==> config.mk <==
export PLATFORM = sky130hd
export DESIGN_NAME = region_crc_check
export DESIGN_NICKNAME = d
export VERILOG_FILES = /design/src/rtl/rcc_pkg.sv /design/src/rtl/rcc_crc_unit.sv /design/src/rtl/rcc_walker.sv /design/src/rtl/region_crc_check.sv
export SDC_FILE = /design/constraint.sdc
export NUM_CORES = 1
export LEC_CHECK = 0
export BUFFER_PORTS_ARGS = -buffer_cell sky130_fd_sc_hd__buf_4
export CORE_AREA = 3 3 165 167
export CTS_CLUSTER_DIAMETER = 100
export DETAILED_ROUTE_END_ITERATION = 8
export DIE_AREA = 0 0 168 170
export SLEW_MARGIN = 10
export SYNTH_ARGS = -nofsm -noshare
export SYNTH_HDL_FRONTEND = slang
export SYNTH_SLANG_ARGS = --single-unit
==> constraint.sdc <==
create_clock -name clk -period 4.19 [get_ports clk]
set_input_delay 1.0475 -clock clk [delete_from_list [all_inputs] [get_ports clk]]
set_output_delay 1.0475 -clock clk [all_outputs]
set_load 0.02 [all_outputs]
==> src/rtl/rcc_pkg.sv <==
package rcc_pkg;

  // Shift-right (reflected) forms of the two generator polynomials
  localparam logic [31:0] POLY32_REFL = 32'hEDB8_8320;
  localparam logic [31:0] POLY16_REFL = 32'h0000_8408;
  localparam logic [31:0] SEED32      = 32'hFFFF_FFFF;
  localparam logic [31:0] SEED16      = 32'h0000_FFFF;

  typedef enum logic [2:0] {
    WK_IDLE,
    WK_FETCH,
    WK_WAIT,
    WK_FEED,
    WK_END
  } walk_state_t;

  function automatic logic [31:0] crc_seed(input logic narrow);
    return narrow ? SEED16 : SEED32;
  endfunction

  // One byte folded into a reflected CRC, LSB first
  function automatic logic [31:0] crc_fold_byte(input logic [31:0] cur,
                                                input logic [7:0]  data,
                                                input logic        narrow);
    logic [31:0] c;
    logic [31:0] poly;
    poly = narrow ? POLY16_REFL : POLY32_REFL;
    c = cur ^ {24'd0, data};
    for (int b = 0; b < 8; b++) begin
      if (c[0]) c = (c >> 1) ^ poly;
      else      c = c >> 1;
    end
    return c;
  endfunction

  function automatic logic digest_match(input logic [31:0] crc,
                                        input logic [31:0] expv,
                                        input logic        narrow);
    return narrow ? (crc[15:0] == expv[15:0]) : (crc == expv);
  endfunction

endpackage

==> src/rtl/rcc_crc_unit.sv <==
module rcc_crc_unit
  import rcc_pkg::*;
(
  input  logic        clk,
  input  logic        rst_n,
  input  logic        init_i,
  input  logic        mode16_i,
  input  logic        byte_valid_i,
  input  logic [7:0]  byte_i,
  output logic        mode16_o,
  output logic [31:0] crc_o
);

  logic [31:0] crc_q;
  logic        narrow_q;

  always_ff @(posedge clk or negedge rst_n) begin
    if (!rst_n) begin
      crc_q    <= '0;
      narrow_q <= 1'b0;
    end else if (init_i) begin
      crc_q    <= crc_seed(mode16_i);
      narrow_q <= mode16_i;
    end else if (byte_valid_i) begin
      crc_q    <= crc_fold_byte(crc_q, byte_i, narrow_q);
    end
  end

  assign crc_o    = crc_q;
  assign mode16_o = narrow_q;


  narrow_upper_zero_chk: assert property (@(posedge clk) disable iff (!rst_n)
    narrow_q |-> (crc_q[31:16] == 16'd0));


  seed_after_init_chk: assert property (@(posedge clk) disable iff (!rst_n)
    (init_i && !mode16_i) |=> (crc_q == SEED32));

endmodule

==> src/rtl/rcc_walker.sv <==
module rcc_walker
  import rcc_pkg::*;
#(
  parameter int ADDR_W = 32,
  parameter int LEN_W  = 32,
  parameter int DATA_W = 32
) (
  input  logic              clk,
  input  logic              rst_n,
  input  logic              go_i,
  input  logic [ADDR_W-1:0] base_i,
  input  logic [LEN_W-1:0]  len_i,
  output logic              mem_req_o,
  output logic [ADDR_W-1:0] mem_addr_o,
  input  logic [DATA_W-1:0] mem_rdata_i,
  output logic              byte_valid_o,
  output logic [7:0]        byte_o,
  output logic              walk_done_o,
  output logic              idle_o
);

  localparam int BPW    = DATA_W / 8;
  localparam int LANE_W = (BPW > 1) ? $clog2(BPW) : 1;
  localparam int ALIGN  = $clog2(BPW);

  walk_state_t       state_q;
  logic [ADDR_W-1:0] addr_q;
  logic [LEN_W-1:0]  left_q;
  logic [DATA_W-1:0] word_q;
  logic [LANE_W-1:0] lane_q;
  logic [LANE_W-1:0] last_lane_q;
  logic [7:0]        lanes [BPW];

  for (genvar k = 0; k < BPW; k++) begin : g_lane
    assign lanes[k] = word_q[8*k +: 8];
  end

  logic lane_last;
  logic window_last;
  assign lane_last   = (lane_q == last_lane_q);
  assign window_last = (left_q == LEN_W'(1));

  always_ff @(posedge clk or negedge rst_n) begin
    if (!rst_n) begin
      state_q     <= WK_IDLE;
      addr_q      <= '0;
      left_q      <= '0;
      word_q      <= '0;
      lane_q      <= '0;
      last_lane_q <= '0;
    end else begin
      unique case (state_q)
        WK_IDLE: if (go_i) begin
          addr_q  <= {base_i[ADDR_W-1:ALIGN], {ALIGN{1'b0}}};
          left_q  <= len_i;
          state_q <= (len_i == '0) ? WK_END : WK_FETCH;
        end
        WK_FETCH: state_q <= WK_WAIT;
        WK_WAIT: begin
          word_q      <= mem_rdata_i;
          lane_q      <= '0;
          last_lane_q <= (left_q >= LEN_W'(BPW)) ? LANE_W'(BPW - 1)
                                                 : LANE_W'(left_q - LEN_W'(1));
          state_q     <= WK_FEED;
        end
        WK_FEED: begin
          left_q <= left_q - LEN_W'(1);
          if (lane_last) begin
            if (window_last) begin
              state_q <= WK_END;
            end else begin
              addr_q  <= addr_q + ADDR_W'(BPW);
              state_q <= WK_FETCH;
            end
          end else begin
            lane_q <= lane_q + LANE_W'(1);
          end
        end
        WK_END:  state_q <= WK_IDLE;
        default: state_q <= WK_IDLE;
      endcase
    end
  end

  assign mem_req_o    = (state_q == WK_FETCH);
  assign mem_addr_o   = addr_q;
  assign byte_valid_o = (state_q == WK_FEED);
  assign byte_o       = lanes[lane_q];
  assign walk_done_o  = (state_q == WK_END);
  assign idle_o       = (state_q == WK_IDLE);


  req_gap_chk: assert property (@(posedge clk) disable iff (!rst_n)
    mem_req_o |=> !mem_req_o);


  zero_len_chk: assert property (@(posedge clk) disable iff (!rst_n)
    (go_i && idle_o && len_i == '0) |=> (walk_done_o && !mem_req_o));


  req_aligned_chk: assert property (@(posedge clk) disable iff (!rst_n)
    mem_req_o |-> (mem_addr_o[ALIGN-1:0] == '0));


  byte_after_fetch_chk: assert property (@(posedge clk) disable iff (!rst_n)
    mem_req_o |=> !byte_valid_o);

endmodule

==> src/rtl/region_crc_check.sv <==
module region_crc_check
  import rcc_pkg::*;
#(
  parameter int ADDR_W = 32,
  parameter int LEN_W  = 32,
  parameter int DATA_W = 32
) (
  input  logic              clk,
  input  logic              rst_n,
  input  logic              start_i,
  input  logic              bypass_i,
  input  logic              mode16_i,
  input  logic [ADDR_W-1:0] start_addr_i,
  input  logic [LEN_W-1:0]  byte_len_i,
  input  logic [31:0]       expect_i,
  output logic              mem_req_o,
  output logic [ADDR_W-1:0] mem_addr_o,
  input  logic [DATA_W-1:0] mem_rdata_i,
  output logic              busy_o,
  output logic              done_o,
  output logic              pass_o,
  output logic [31:0]       crc_o
);

  logic        walk_idle;
  logic        walk_done;
  logic        byte_valid;
  logic [7:0]  byte_data;
  logic [31:0] crc_live;
  logic        narrow;
  logic        start_take;
  logic        check_go;
  logic        skip_hit;
  logic        verdict;
  logic [31:0] expect_q;
  logic        done_q;
  logic        pass_q;
  logic [31:0] crc_out_q;

  assign start_take = start_i && walk_idle;
  assign check_go   = start_take && !bypass_i;
  assign skip_hit   = start_take && bypass_i;
  assign verdict    = digest_match(crc_live, expect_q, narrow);

  rcc_walker #(
    .ADDR_W (ADDR_W),
    .LEN_W  (LEN_W),
    .DATA_W (DATA_W)
  ) u_walker (
    .clk          (clk),
    .rst_n        (rst_n),
    .go_i         (check_go),
    .base_i       (start_addr_i),
    .len_i        (byte_len_i),
    .mem_req_o    (mem_req_o),
    .mem_addr_o   (mem_addr_o),
    .mem_rdata_i  (mem_rdata_i),
    .byte_valid_o (byte_valid),
    .byte_o       (byte_data),
    .walk_done_o  (walk_done),
    .idle_o       (walk_idle)
  );

  rcc_crc_unit u_crc (
    .clk          (clk),
    .rst_n        (rst_n),
    .init_i       (check_go),
    .mode16_i     (mode16_i),
    .byte_valid_i (byte_valid),
    .byte_i       (byte_data),
    .mode16_o     (narrow),
    .crc_o        (crc_live)
  );

  always_ff @(posedge clk or negedge rst_n) begin
    if (!rst_n) begin
      expect_q  <= '0;
      done_q    <= 1'b0;
      pass_q    <= 1'b0;
      crc_out_q <= '0;
    end else begin
      if (check_go) expect_q <= expect_i;
      if (walk_done) begin
        done_q    <= 1'b1;
        pass_q    <= verdict;
        crc_out_q <= crc_live;
      end else if (skip_hit) begin
        done_q    <= 1'b1;
        pass_q    <= 1'b1;
      end else begin
        done_q    <= 1'b0;
      end
    end
  end

  assign busy_o = !walk_idle;
  assign done_o = done_q;
  assign pass_o = pass_q;
  assign crc_o  = crc_out_q;


  done_pulse_chk: assert property (@(posedge clk) disable iff (!rst_n)
    done_o |=> !done_o);


  done_not_busy_chk: assert property (@(posedge clk) disable iff (!rst_n)
    done_o |-> !busy_o);


  verdict_hold_chk: assert property (@(posedge clk) disable iff (!rst_n)
    !done_o |-> ($stable(pass_o) && $stable(crc_o)));


  bypass_pass_chk: assert property (@(posedge clk) disable iff (!rst_n)
    (start_i && !busy_o && bypass_i) |=> (done_o && pass_o && !busy_o));


  restart_on_done_chk: assert property (@(posedge clk) disable iff (!rst_n)
    (done_o && start_i && !bypass_i) |=> busy_o);


  req_only_busy_chk: assert property (@(posedge clk) disable iff (!rst_n)
    mem_req_o |-> busy_o);


  busy_start_ignored_chk: assert property (@(posedge clk) disable iff (!rst_n)
    (busy_o && start_i && !walk_done) |=> !done_o);

endmodule

**Yosys cells after proc, flatten, opt, wreduce, memory -nomap -nowiden**

Cells that the tools add are included.

- Bits in registers: 202
- Input port bits: 133
- Output and inout port bits: 68
- Logic and storage cells: 102

- Add/subtract/negate cells: 3
- Magnitude comparators: 2
- Equal/unequal tests: 12
- Muxes and demuxes: 48
- Bitwise logic cells: 10
- Reductions and logical operators: 15

Operator list:

| kind | count |
|---|---|
| 2-to-1 mux 32 bit | 30 |
| XOR 31 x 32 -> 32 bit | 8 |
| case mux 32 bit (2 select lines) | 2 |
| adder 32 x 3 -> 32 bit, second input constant | 1 |
| equality test 32 x 1 -> 1 bit, second input constant | 1 |
| equality test 32 bit | 1 |
| >= comparator 32 x 3 -> 1 bit, second input constant | 1 |
| logical NOT 32 bit | 1 |
| subtractor 32 x 1 -> 32 bit, second input constant | 1 |
| XOR 32 x 8 -> 32 bit | 1 |
| binary-select mux 8 bit (select 2 bit) | 1 |
| equality test 16 bit | 1 |
| 2-to-1 mux 8 bit | 2 |
| 2-to-1 mux 3 bit | 4 |
| case mux 3 bit (4 select lines) | 1 |
| nonzero test 2 bit | 4 |
| equality test 3 x 2 -> 1 bit, second input constant | 2 |
| AND reduction 2 bit | 3 |
| 2-to-1 mux 1 bit | 5 |
| 2-to-1 mux 2 bit | 2 |
| inequality test 2 x 1 -> 1 bit, second input constant | 2 |
| inequality test 2 bit, second input constant | 2 |
| case mux 2 bit (2 select lines) | 1 |
| AND reduction 4 bit | 1 |
| 9 further kinds | 12 |

**Depth between registers and ports, before layout**

Gate-level depths: netlist (run 1).

- Depth after elaboration: 37
- Depth in mapped cells: 15
- Mapped depth without buffers: 12

**Cells and area by module**

From an unflattened synthesis (run 1), not the netlist that was laid out.

- Cells, all modules: 1105
- Area total of the unflattened synthesis: 11039.3 µm²

By module, submodules not included:

| module | instances | cells an instance | area an instance (µm²) | seq. area each (µm²) |
|---|---|---|---|---|
| rcc_walker | 1 | 578 | 5547.8 | 2527.4 |
| region_crc_check | 1 | 253 | 2798.9 | 1651.6 |
| rcc_crc_unit | 1 | 274 | 2692.6 | 825.8 |

**Least setup slack after synthesis (run 1)**

No wires, ideal clock.

- Path type: reg2reg
- Start: register u_walker.lane_q[0]
- End: register u_crc.crc_q[20], in the netlist u_crc.crc_o[20]
- Setup time: 0.134 ns
- Arrival: 3.163 ns
- Required time: 4.056 ns
- Path slack: 0.893 ns
- Stages on the path, launching flop included: 14
- Path buffers: 1
- Period minus slack after synthesis: 3.297 ns
- Path through: dfrtp_1 > buf_2 > mux4_2 > xor2_1 > a21o_1 > nand2_1 > ha_1 > inv_1 > nor2_1 > a31oi_1 > xnor3_1 > nor2_1 > xnor2_1 > o21ai_0

- Longest elaborated chain between the ends: 36
- Elaborated cells between the ends (all ways): 37
- Those cells by class: 27 x mux; 10 x bitwise

RTL lines:

| element | RTL line | RTL |
|---|---|---|
| start, declared | rcc_walker.sv:30 | `logic [LANE_W-1:0] lane_q;` |
| start signal, assigned | rcc_walker.sv:76 | `lane_q <= lane_q + LANE_W'(1);` |
| NOT 2 -> 3 bit (not written as such) (*) | rcc_walker.sv:88 | `assign byte_o = lanes[lane_q];` |
| binary-select mux 8 bit (select 2 bit) (*) | rcc_walker.sv:88 |  |
| 2-to-1 mux 8 bit (not written as such) (*) (2 in a row) | rcc_walker.sv:88 |  |
| XOR 32 x 8 -> 32 bit (*) | rcc_pkg.sv:28 | `c = cur ^ {24'd0, data};` |
| 2-to-1 mux 32 bit (*) | rcc_pkg.sv:30 | `if (c[0]) c = (c >> 1) ^ poly;` |
| 2-to-1 mux 32 bit (*) | rcc_crc_unit.sv:24 | `end else if (byte_valid_i) begin` |
| 2-to-1 mux 32 bit (*) | rcc_crc_unit.sv:21 | `end else if (init_i) begin` |
| XOR 31 x 32 -> 32 bit / 2-to-1 mux 32 bit (equally long branches) | rcc_pkg.sv:30, rcc_crc_unit.sv:21 |  |
| [... 19 more ...] | n/a |  |
| XOR 31 x 32 -> 32 bit / 2-to-1 mux 32 bit (equally long branches) | rcc_pkg.sv:30, rcc_crc_unit.sv:21 |  |
| 2-to-1 mux 32 bit (*) | rcc_pkg.sv:30 |  |
| 2-to-1 mux 32 bit (*) | rcc_crc_unit.sv:24 |  |
| 2-to-1 mux 32 bit (*) | rcc_crc_unit.sv:21 |  |
| XOR 31 x 32 -> 32 bit / 2-to-1 mux 32 bit (equally long branches) | rcc_pkg.sv:30, rcc_crc_unit.sv:21 |  |
| 2-to-1 mux 32 bit (*) | rcc_pkg.sv:30 |  |
| 2-to-1 mux 32 bit (*) | rcc_crc_unit.sv:24 |  |
| 2-to-1 mux 32 bit (*) | rcc_crc_unit.sv:21 |  |
| end signal, assigned | rcc_crc_unit.sv:22 | `crc_q <= crc_seed(mode16_i);` |
| end signal, assigned | rcc_crc_unit.sv:25 | `crc_q <= crc_fold_byte(crc_q, byte_i, narrow_q);` |
| end, declared | rcc_crc_unit.sv:14 | `logic [31:0] crc_q;` |

Every way passes the cells marked *; elsewhere a longest branch is shown, timed or not. The select of a mux whose other input is x is not followed.
A chain may end at the register's enable or synchronous reset.

**Final worst setup path (run 1)**

- Start: register u_walker.lane_q[1]
- End: register u_crc.crc_q[20], in the netlist u_crc.crc_o[20]

Same word-level chain as after synthesis.

==> results of run 1 <==
==> synthesized netlist by cell type (4+ instances only) <==
cell type  number  area, um2
nor3b_1         9       67.6
inv_1          14       52.6
o22ai_1         9       56.3
and3_1          7       43.8
o311ai_0        4       35.0
xnor2_1        76        666
a311oi_1        9       78.8
xor2_1         28        245
mux2_2         65        732
nor2_1        100        375
clkbuf_1       51        191
nand4_1        14       87.6
mux2i_1        10        100
or4_1           5       37.5
nor4_1         17        106
o21ai_0        69        345
buf_1           7       26.3
dfrtp_1       200       5000
buf_2           6       30.0
a221oi_1        4       35.0
a211oi_1        5       37.5
o221a_2         4       45.0
ha_1            7       87.6
nand3_1        30        150
nor3_1         25        125
a21o_1          6       45.0
a22oi_1         4       30.0
a221o_1         6       60.1
a31oi_1         9       56.3
nand2_1       157        589
a21oi_1        93        465
o31ai_1         4       30.0
mux4_2          8        180
and2_1          4       25.0
==> final timing paths <==
kind	startpoint	to	slack [ns]	cells past startpoint
worst max-delay path	u_walker.lane_q[1]	u_crc.crc_o[20]	0.76	12
worst min-delay path	expect_q[6]	expect_q[6]	0.50	2
worst max register to register	u_walker.lane_q[1]	u_crc.crc_o[20]	0.76	12
worst min register to register	expect_q[6]	expect_q[6]	0.50	2
max in group asynchronous	rst_n	u_walker.word_q[17]	2.69	2
min in group asynchronous	rst_n	u_walker.left_q[20]	0.68	1
==> worst reg2reg max path, cell delays in order, from the launching register on <==
cell     delay (ns)
dfrtp_1        0.66
mux2i_1        0.28
mux2i_1        0.33
a21o_1         0.22
nand2_1        0.09
ha_1           0.29
inv_1          0.06
nor2_1         0.04
a31oi_2        0.46
xnor3_1        0.42
nor2_1         0.22
xnor2_1        0.14
o21ai_0        0.08
==> per-stage QoR <==
step                      total power, W  setup slack [ns]  cell area, um2  std cells  util [%]
final                            0.00677             0.765           13100       1624      50.4
after global routing             0.00719             0.571           13100       1624      50.4
after CTS                        0.00680             0.775           13100       1624      50.4
after detailed placement         0.00503             0.791           12400       1592      48.0
after global placement           0.00502             0.844           12400       1592      48.0
after floorplan                  0.00432             0.893           10600       1104         -
==> routing by layer <==
layer  track usage (%)  wire length [um]  vias up
li1                  -                 -     4245
met1              29.3             13600     4297
met2              32.5             13600      272
met3              4.25              1750       31
met4              5.48               530        0
met5                 0                 0        -
==> layout by cell type (no fill, tap or decap), drive strengths merged, types with 5 or more instances in the layout <==
cell    instances
a211oi          5
o22ai           9
xnor2          77
and3            7
nand3          30
nor3b           9
clkbuf         19
o31ai           5
inv            21
or4             6
dfrtp         200
nor4           17
ha              7
a21o            6
xor2           28
a311oi          9
mux4            8
nand4          14
or3             5
nor2          100
mux2i          10
nor3           25
a221o           6
a21oi          93
mux2           65
nand2         157
a31oi          10
buf           219
o21ai          69
==> cell type report <==
cell class                      count  share of cell area [%]
Timing Repair Buffer              220                    12.9
Sequential cell                   200                    38.3
Tap cell                          335                    3.21
Multi-Input combinational cell    823                    40.5
Clock buffer                       18                    3.29
Clock inverter                     14                    1.41
Inverter                           14                   0.402
==> flip-flops by register name (all words and copies together) (netlist names) <==
name / count
crc_o: 32
done_o: 1
expect_q: 32
pass_o: 1
u_crc.crc_o: 32
u_crc.mode16_o: 1
u_walker.lane_q: 2
u_walker.last_lane_q: 2
u_walker.left_q: 32
u_walker.mem_addr_o: 30
u_walker.state_q: 3
u_walker.word_q: 32
==> power by group through the flow <==
stage	clock network [W]	logic [W]	registers, W
2_1_floorplan	0	0.00201	0.00231
3_3_place_gp	0	0.00253	0.00249
3_5_place_dp	0	0.00255	0.00249
4_1_cts	0.00178	0.00257	0.00245
5_1_grt	0.00187	0.00285	0.00248
6_report	0.00175	0.00256	0.00245
==> cells by family (layout without fill, tap and decap cells) <==
family | after synthesis | in the layout
xor+xnor | 106 | 106
compound gates | 243 | 243
other cells | 1 | 2
mux | 83 | 83
simple gates | 382 | 382
fa+ha+maj | 7 | 7
flops | 200 | 200
buf+inv | 81 | 266
==> results.json, run 1 <==
{
  "worst-path-buf-inv": 1,
  "path_class": "reg2reg",
  "clock_latency_ns": 0.44,
  "antenna_cells": 0,
  "dieArea_um2": 28600,
  "holdBufCountCts": 0,
  "root_buffer": "clkbuf_16",
  "yosys-mux-area-fraction_pct": 9.56,
  "synthAdderAreaFrac_pct": 0.827,
  "switching_share_pct": 36.5,
  "p_leak_nw": 5.92,
  "max_stage_delay_ns": 0.66,
  "fin_crit_ns": 3.43,
  "power_switching_w": 0.00247,
  "combPwrFrac_pct": 37.9,
  "yosysSeqAreaShare_pct": 47.3,
  "grt_max_degree": 98,
  "cts-htree-levels": 4,
  "setup_tns_ns": 0,
  "io_pins": 201,
  "hold_class": "reg2reg",
  "layout-drive-gt1-share_pct": 26.7,
  "ys_types": 59,
  "max_slew_margin_pct": 42.6,
  "slew_violations": 0,
  "n_fill_cell": 2454,
  "start_util_pct": 40.9,
  "synth_compound_area_share_pct": 14.0,
  "synth-xor-area-share_pct": 8.97,
  "tightestPinTransition_ns": 0.858,
  "end_kind": "flip-flop",
  "pwr_density_cell_nw_per_um2": 518,
  "internal_power_w": 0.00430,
  "vdd_ir_drop_max_v": 0.000380,
  "cp.arrival_ns": 3.72,
  "cts_setup_buffers": 0,
  "fp.dieH_um": 170,
  "remaining_drc_errors": 0,
  "netlist_area_um2": 10600,
  "dp_hpwl_um": 20800,
  "synth_simple_gate_area_share_pct": 16.3,
  "num_rows": 59,
  "synth_top_family_by_area": "simple AND/OR/NAND/NOR gates",
  "critPathTopFamily": "compound AO/OA/AOI/OAI gates",
  "core_area_um2": 25900,
  "status": "completed",
  "cts.sinks": 200,
  "ys_ff_latch": 200,
  "port_buffers": 196,
  "cts.clk_slew.worst_paths_ns": 0.08,
  "syn_area_per_cell_um2": 9.60,
  "yosysWarnings": 0,
  "vias": 8845,
  "synth_edf_count": 0,
  "finalHoldViolCount": 0,
  "gp_congestion": 0.825,
  "antenna_found_initial": 0,
  "pwr-share-clk_pct": 25.9,
  "first_global_vias": 8644,
  "synth_cells": 1103,
  "final_net_count": 1416,
  "cts_buffer_depth": 2,
  "start_kind": "flip-flop",
  "drt_iter0_markers": 705,
  "critPathMaxFanout": 10,
  "grt_usage_pct": 20.6,
  "seqPwrFrac_pct": 36.2,
  "hold_slack_ns": 0.496,
  "cts_tree": "yes",
  "worstPathRequired_ns": 4.49,
  "synthArstFlopShare_pct": 100,
  "dr.pass1.iters": 6,
  "wl_um": 29500,
  "maxCapViolations": 0,
  "max_freq_mhz": 292,
  "grt_pass1_wl_um": 47500,
  "drtAntennaViolNets": 0,
  "synth_flop_cell": "dfrtp_1",
  "grt.overflow.total": 0,
  "slowest_stage": "dfrtp_1",
  "cts_resized": 0,
  "post-route-period-util_pct": 81.8,
  "finClkSkew_ns": 0.0143,
  "routedWlPerCell_um": 18.2,
  "seqCellArea_um2": 5000,
  "finalSetupViolCount": 0,
  "syn_to_final_growth_pct": 23.3,
  "path_cells": "mux2i_1 > mux2i_1 > a21o_1 > nand2_1 > ha_1 > inv_1 > nor2_1 > a31oi_2 > xnor3_1 > nor2_1 > xnor2_1 > o21ai_0",
  "multi_input_area_um2": 5290,
  "cts_buffers": 17,
  "vias_per_cell": 5.45,
  "chipWidth_um": 168,
  "rsz0062_at_grt": "no"
}
No activity file was read; power rests on OpenSTA's default activity.
==> run 2, diff against run 1 <==
clock period = 3.26 ns   (was 4.19 ns; I/O delays follow)
==> run 2 against run 1 <==
- setup slack worse by 0.65 ns
- critical endpoint is now u_walker.left_q[30]
- wire length is 0.17% lower
- power is 31% higher
- largest cell class unchanged
- highest routed layer unchanged
- hold slack worse by 0.15 ns
==> results.json, run 2 (synthesized netlist as in run 1, its figures left out) <==
{
  "slowest_stage": "or4_1",
  "dr.pass1.iters": 5,
  "start_util_pct": 40.9,
  "finClkSkew_ns": 0.0200,
  "dp_cells": 1619,
  "crit_cells": 8,
  "drt_iter0_markers": 718,
  "routedWlPerCell_um": 17.8,
  "port_buffers": 196,
  "mostFrequentLayoutCell": "buf_4",
  "fin_crit_ns": 3.14,
  "max_stage_delay_ns": 0.55,
  "worst-path-buf-inv": 0,
  "rr_startpoint": "u_walker.left_q[12]",
  "end_kind": "flip-flop",
  "core_area_um2": 25900,
  "dp_hpwl_um": 21100,
  "final_net_count": 1444,
  "dieArea_um2": 28600,
  "finalSetupViolCount": 0,
  "maxCapViolations": 0,
  "drtAntennaViolNets": 0,
  "cts_buffer_depth": 2,
  "layout-drive-gt1-share_pct": 28.5,
  "status": "completed",
  "cts.sinks": 200,
  "max_freq_mhz": 318,
  "layout_common_cells": "buf_4, dfrtp_1, nand2_1",
  "path_class": "reg2reg",
  "hold_class": "in2async",
  "r2r-end": "u_walker.left_q[30]",
  "num_rows": 59,
  "setup_tns_ns": 0,
  "rsz0062_at_grt": "yes",
  "grt_usage_pct": 20.6,
  "start_kind": "flip-flop",
  "p_leak_nw": 6.07,
  "pwr-share-clk_pct": 24.6,
  "cp.arrival_ns": 3.48,
  "hold_slack_ns": 0.347,
  "critPathTopFamily": "simple AND/OR/NAND/NOR gates",
  "vias_per_cell": 5.39,
  "holdBufCountCts": 0,
  "gp_congestion": 0.855,
  "io_pins": 201,
  "critPathMaxFanout": 5,
  "antenna_cells": 0,
  "cts_tree": "yes",
  "fp.dieH_um": 170,
  "cts_buffers": 17,
  "antenna_found_initial": 0,
  "clock_latency_ns": 0.44,
  "final_util_pct": 51.4,
  "first_global_vias": 8745,
  "cpMostUsedCell": "or3_4",
  "max_slew_margin_pct": 43.7,
  "n_fill_cell": 2408,
  "grt_max_degree": 66,
  "fin_cells": 1652,
  "seqPwrFrac_pct": 35.5,
  "vias": 8902,
  "multi_input_area_um2": 5310,
  "path_cells": "or4_1 > or3_4 > or4_4 > or3_4 > or3_4 > o31ai_4 > a21oi_1 > a311oi_1",
  "tightestPinTransition_ns": 0.842,
  "slew_violations": 0,
  "pwr_density_cell_nw_per_um2": 664,
  "grt_pass1_wl_um": 47700,
  "cts-htree-levels": 4,
  "stdcell_area_um2": 13300,
  "post-route-period-util_pct": 96.4,
  "wl_um": 29500,
  "syn_to_final_growth_pct": 25.8,
  "vdd_ir_drop_max_v": 0.000476,
  "worstPathRequired_ns": 3.60,
  "power_switching_w": 0.00321,
  "dpl_cell_area_um2": 12700,
  "finalHoldViolCount": 0,
  "grt.overflow.total": 0,
  "switching_share_pct": 36.3,
  "internal_power_w": 0.00564,
  "remaining_drc_errors": 0,
  "chipWidth_um": 168,
  "cts.clk_slew.worst_paths_ns": 0.08,
  "combPwrFrac_pct": 39.8,
  "root_buffer": "clkbuf_16",
  "reg2reg_slack_ns": 0.12,
  "reg2reg_depth": 8,
  "seqCellArea_um2": 5010
}
## run 2: cell types whose count changed in the layout (fill, tap and decap cells not counted)
cell	change
bufinv_16	-1
clkbuf_8	+1
buf_4	+24
nor2_2	+1
a31oi_4	+1
a31oi_1	-1
dfrtp_2	+2
buf_12	+4
nor2_1	-1
clkinv_4	-2
inv_6	+1
dfrtp_1	-2
clkinvlp_4	+1
## run 2: area by class of cell
type / count / share of cell area (%)
Clock inverter: 13 / 1.15
Clock buffer: 19 / 3.32
Sequential cell: 200 / 37.6
Inverter: 14 / 0.394
Tap cell: 335 / 3.15
Multi-Input combinational cell: 823 / 39.8
Timing Repair Buffer: 248 / 14.6
## run 2: worst max path at each step
stage / start / endpoint / slack, ns
final: u_walker.left_q[12] / u_walker.left_q[30] / 0.12
after global routing: u_walker.lane_q[0] / u_crc.crc_o[18] / -0.02
after CTS: u_walker.lane_q[0] / u_crc.crc_o[18] / 0.03
after detailed placement: u_walker.lane_q[0] / u_crc.crc_o[23] / 0.05
after global placement: u_walker.lane_q[0] / u_crc.crc_o[20] / 0.07
after floorplan: u_walker.lane_q[0] / u_crc.crc_o[20] / 0.05
## run 2: power groups by stage
stage | clock network (W) | logic [W] | registers (W)
after floorplan | 0 | 0.00259 | 0.00297
after global placement | 0 | 0.00341 | 0.00319
after detailed placement | 0 | 0.00345 | 0.00319
after CTS | 0.00224 | 0.00348 | 0.00314
after global routing | 0.00233 | 0.00389 | 0.00317
final | 0.00218 | 0.00353 | 0.00314
## run 2: repair_timing
action | in CTS | in global routing
endpoints found under the setup margin | 0 | 7
setup buffers | 0 | 1
gates resized for setup | 0 | 4
## run 2: through the flow
stage / total power, W / worst slack (ns)
global route: 0.00939 / -0.0166
finish: 0.00885 / 0.119
global placement: 0.00660 / 0.0746
CTS: 0.00886 / 0.0260
floorplan: 0.00557 / 0.0525
detailed placement: 0.00664 / 0.0470
## run 2: routing by layer
layer / routed length [um] / global-route usage (%) / vias up
li1: - / - / 4299
met5: 0 / 0 / -
met1: 13700 / 29.1 / 4318
met3: 1540 / 4.00 / 28
met4: 474 / 5.23 / 0
met2: 13800 / 32.8 / 257
==> run 3, diff against run 2 <==
ABC_AREA = 1   (was unset)
CORE_AREA = 3 3 174 176   (was 3 3 165 167)
DIE_AREA = 0 0 177 179   (was 0 0 168 170)
TNS_END_PERCENT = 30   (was unset)
==> run 3 against run 2 <==
- flip-flop and latch count unchanged
- combinational power shrank 21%
- setup slack gained 0.16 ns
- clock power barely moved
- synthesized cell count is 39% higher
- global-route usage rose by 1.7 points
- largest power group is now sequential cells
==> results.json, run 3 <==
{
  "path_cells": "inv_6 > nand2_1 > nand3_2 > nand3_1 > nand3_1 > nand2_1 > nand2_2 > ha_1 > or2_4 > nand2_4 > nand2_4 > nand2_2 > nand2_2 > nand2_2 > nand2_1 > nand2_1 > nand3_1 > a21oi_1",
  "remaining_drc_errors": 0,
  "end_kind": "flip-flop",
  "drtAntennaViolNets": 0,
  "start_kind": "flip-flop",
  "status": "completed",
  "cp.arrival_ns": 3.35,
  "netlist_area_um2": 11800,
  "dieArea_um2": 31700,
  "start_util_pct": 40.8,
  "max_stage_delay_ns": 0.65,
  "cts_tree": "yes",
  "ys_types": 53,
  "pwr_density_cell_nw_per_um2": 559,
  "dp_cells": 2076,
  "max_freq_mhz": 335,
  "worstPathRequired_ns": 3.63,
  "combPwrFrac_pct": 35.0,
  "path_class": "reg2reg",
  "vias": 10800,
  "first_global_vias": 10500,
  "switching_share_pct": 39.1,
  "cts.clk_slew.worst_paths_ns": 0.08,
  "p_leak_nw": 7.07,
  "final_util_pct": 49.5,
  "cts_buffer_depth": 2,
  "syn_area_per_cell_um2": 7.68,
  "routedWlPerCell_um": 16.6,
  "tightestPinTransition_ns": 0.810,
  "synth_cells": 1531,
  "grt_usage_pct": 22.3,
  "final_net_count": 1851,
  "wl_um": 35000,
  "max_slew_margin_pct": 45.9,
  "yosys.area.top_type_share_pct": 42.6,
  "grt_busiest_layer": "met2",
  "internal_power_w": 0.00485,
  "finalSetupViolCount": 0,
  "gp_congestion": 0.895,
  "cts-htree-levels": 4,
  "mostFrequentLayoutCell": "nand2_1",
  "holdBufCountCts": 0,
  "rsz0062_at_grt": "no",
  "seqCellArea_um2": 5000,
  "use_met1_pct": 31.0,
  "synth_flop_cell": "dfrtp_1",
  "grt_max_degree": 72,
  "finClkSkew_ns": 0.0243,
  "reg2reg_depth": 18,
  "grt_pass1_wl_um": 55900,
  "crit_end": "u_crc.crc_o[19]",
  "hold_slack_ns": 0.370,
  "synth.area.top_cells": "dfrtp_1, nand2_1, xor2_1",
  "hold_class": "in2async",
  "n_fill_cell": 2876,
  "critPathMaxFanout": 19,
  "yosysSeqAreaShare_pct": 42.6,
  "synth_edf_count": 0,
  "clock_latency_ns": 0.46,
  "place_ws_ns": 0.344,
  "num_rows": 62,
  "fin_crit_ns": 2.99,
  "syn_to_final_growth_pct": 21.2,
  "fin_cells": 2108,
  "cp-startpoint": "u_walker.lane_q[0]",
  "synth_most_common_cell": "nand2_1",
  "antenna_cells": 0,
  "yosysWarnings": 0,
  "fin_ws_ns": 0.275,
  "dp_hpwl_um": 25500,
  "grt_use_met2_pct": 36.6,
  "antenna_found_initial": 0,
  "maxCapViolations": 0,
  "core_area_um2": 28800,
  "power_switching_w": 0.00311,
  "multi_input_area_um2": 5850,
  "synthArstFlopShare_pct": 100,
  "post-route-period-util_pct": 91.6,
  "slew_violations": 0,
  "io_pins": 201,
  "layout_common_cells": "nand2_1, buf_4, dfrtp_1",
  "reg2reg_slack_ns": 0.27,
  "slowest_stage": "dfrtp_1",
  "synth_top_area_cell": "dfrtp_1",
  "ys_top_cells_by_count": "nand2_1, dfrtp_1, inv_1",
  "dr.pass1.iters": 5,
  "seqPwrFrac_pct": 37.5,
  "rr_startpoint": "u_walker.lane_q[0]",
  "cts.sinks": 200,
  "cts_setup_buffers": 0,
  "cts_buffers": 17,
  "setup_tns_ns": 0,
  "r2r-end": "u_crc.crc_o[19]",
  "ys_ff_latch": 200,
  "root_buffer": "clkbuf_16",
  "chipWidth_um": 177,
  "vias_per_cell": 5.12,
  "vdd_ir_drop_max_v": 0.000358,
  "cts_resized": 0,
  "layout-drive-gt1-share_pct": 19.8,
  "finalHoldViolCount": 0,
  "met3_usage_pct": 3.83,
  "port_buffers": 196,
  "grt.overflow.total": 0,
  "drt_iter0_markers": 775,
  "pwr-share-clk_pct": 27.5,
  "fp.dieH_um": 179
}
[run 3: power by group through the flow]
stage	clock network (W)	registers, W	logic [W]
3_5_place_dp	0	0.00303	0.00277
3_3_place_gp	0	0.00303	0.00275
2_1_floorplan	0	0.00294	0.00203
5_1_grt	0.00234	0.00302	0.00312
4_1_cts	0.00224	0.00298	0.00279
6_report	0.00219	0.00299	0.00278
[run 3: worst min-delay path by stage]
stage | end | slack [ns] | cells after the start
after floorplan | u_walker.word_q[27] | 0.44 | 2
after global placement | u_walker.word_q[5] | 0.46 | 2
after detailed placement | u_walker.word_q[5] | 0.46 | 2
after CTS | u_walker.left_q[11] | 0.39 | 1
after global routing | u_walker.left_q[13] | 0.41 | 1
final | u_walker.left_q[13] | 0.37 | 1
[run 3: critical path: cells and delay by family, from the launching register on]
kind            cells  cell delay (ns)
fa+ha+maj           1             0.30
simple gates       15             1.63
buf+inv             1             0.17
compound gates      1             0.15
flops               1             0.65
[run 3: cells by family after synthesis]
logic type	Yosys count	synth area share [%]
and+or+nand+nor	762	29.3
AOI/OAI and AO/OA	241	11.9
buffers and inverters	224	7.85
DFF	200	42.6
xor gates and xnor gates	91	7.13
adders and majority gates	7	0.745
muxes	5	0.479
other	1	0.0319
[run 3: per-stage QoR]
stage          total power (W)  area (um2)
6_report               0.00796       14200
5_1_grt                0.00847       14200
4_1_cts                0.00802       14200
3_5_place_dp           0.00580       13600
3_3_place_gp           0.00578       13600
2_1_floorplan          0.00497       11800
[run 3: layout make-up]
class	count	share of cell area (%)
multi-input combinational	1108	41.1
sequential	200	35.1
timing repair buffer	221	11.9
inverter	163	4.37
tap	384	3.37
clock buffer	18	3.01
clock inverter	14	1.17
[run 3: metal layers]
metal,wire [um],up-vias
li1,-,5337
met4,584,0
met5,0,-
met3,1830,43
met1,16100,5148
met2,16500,266
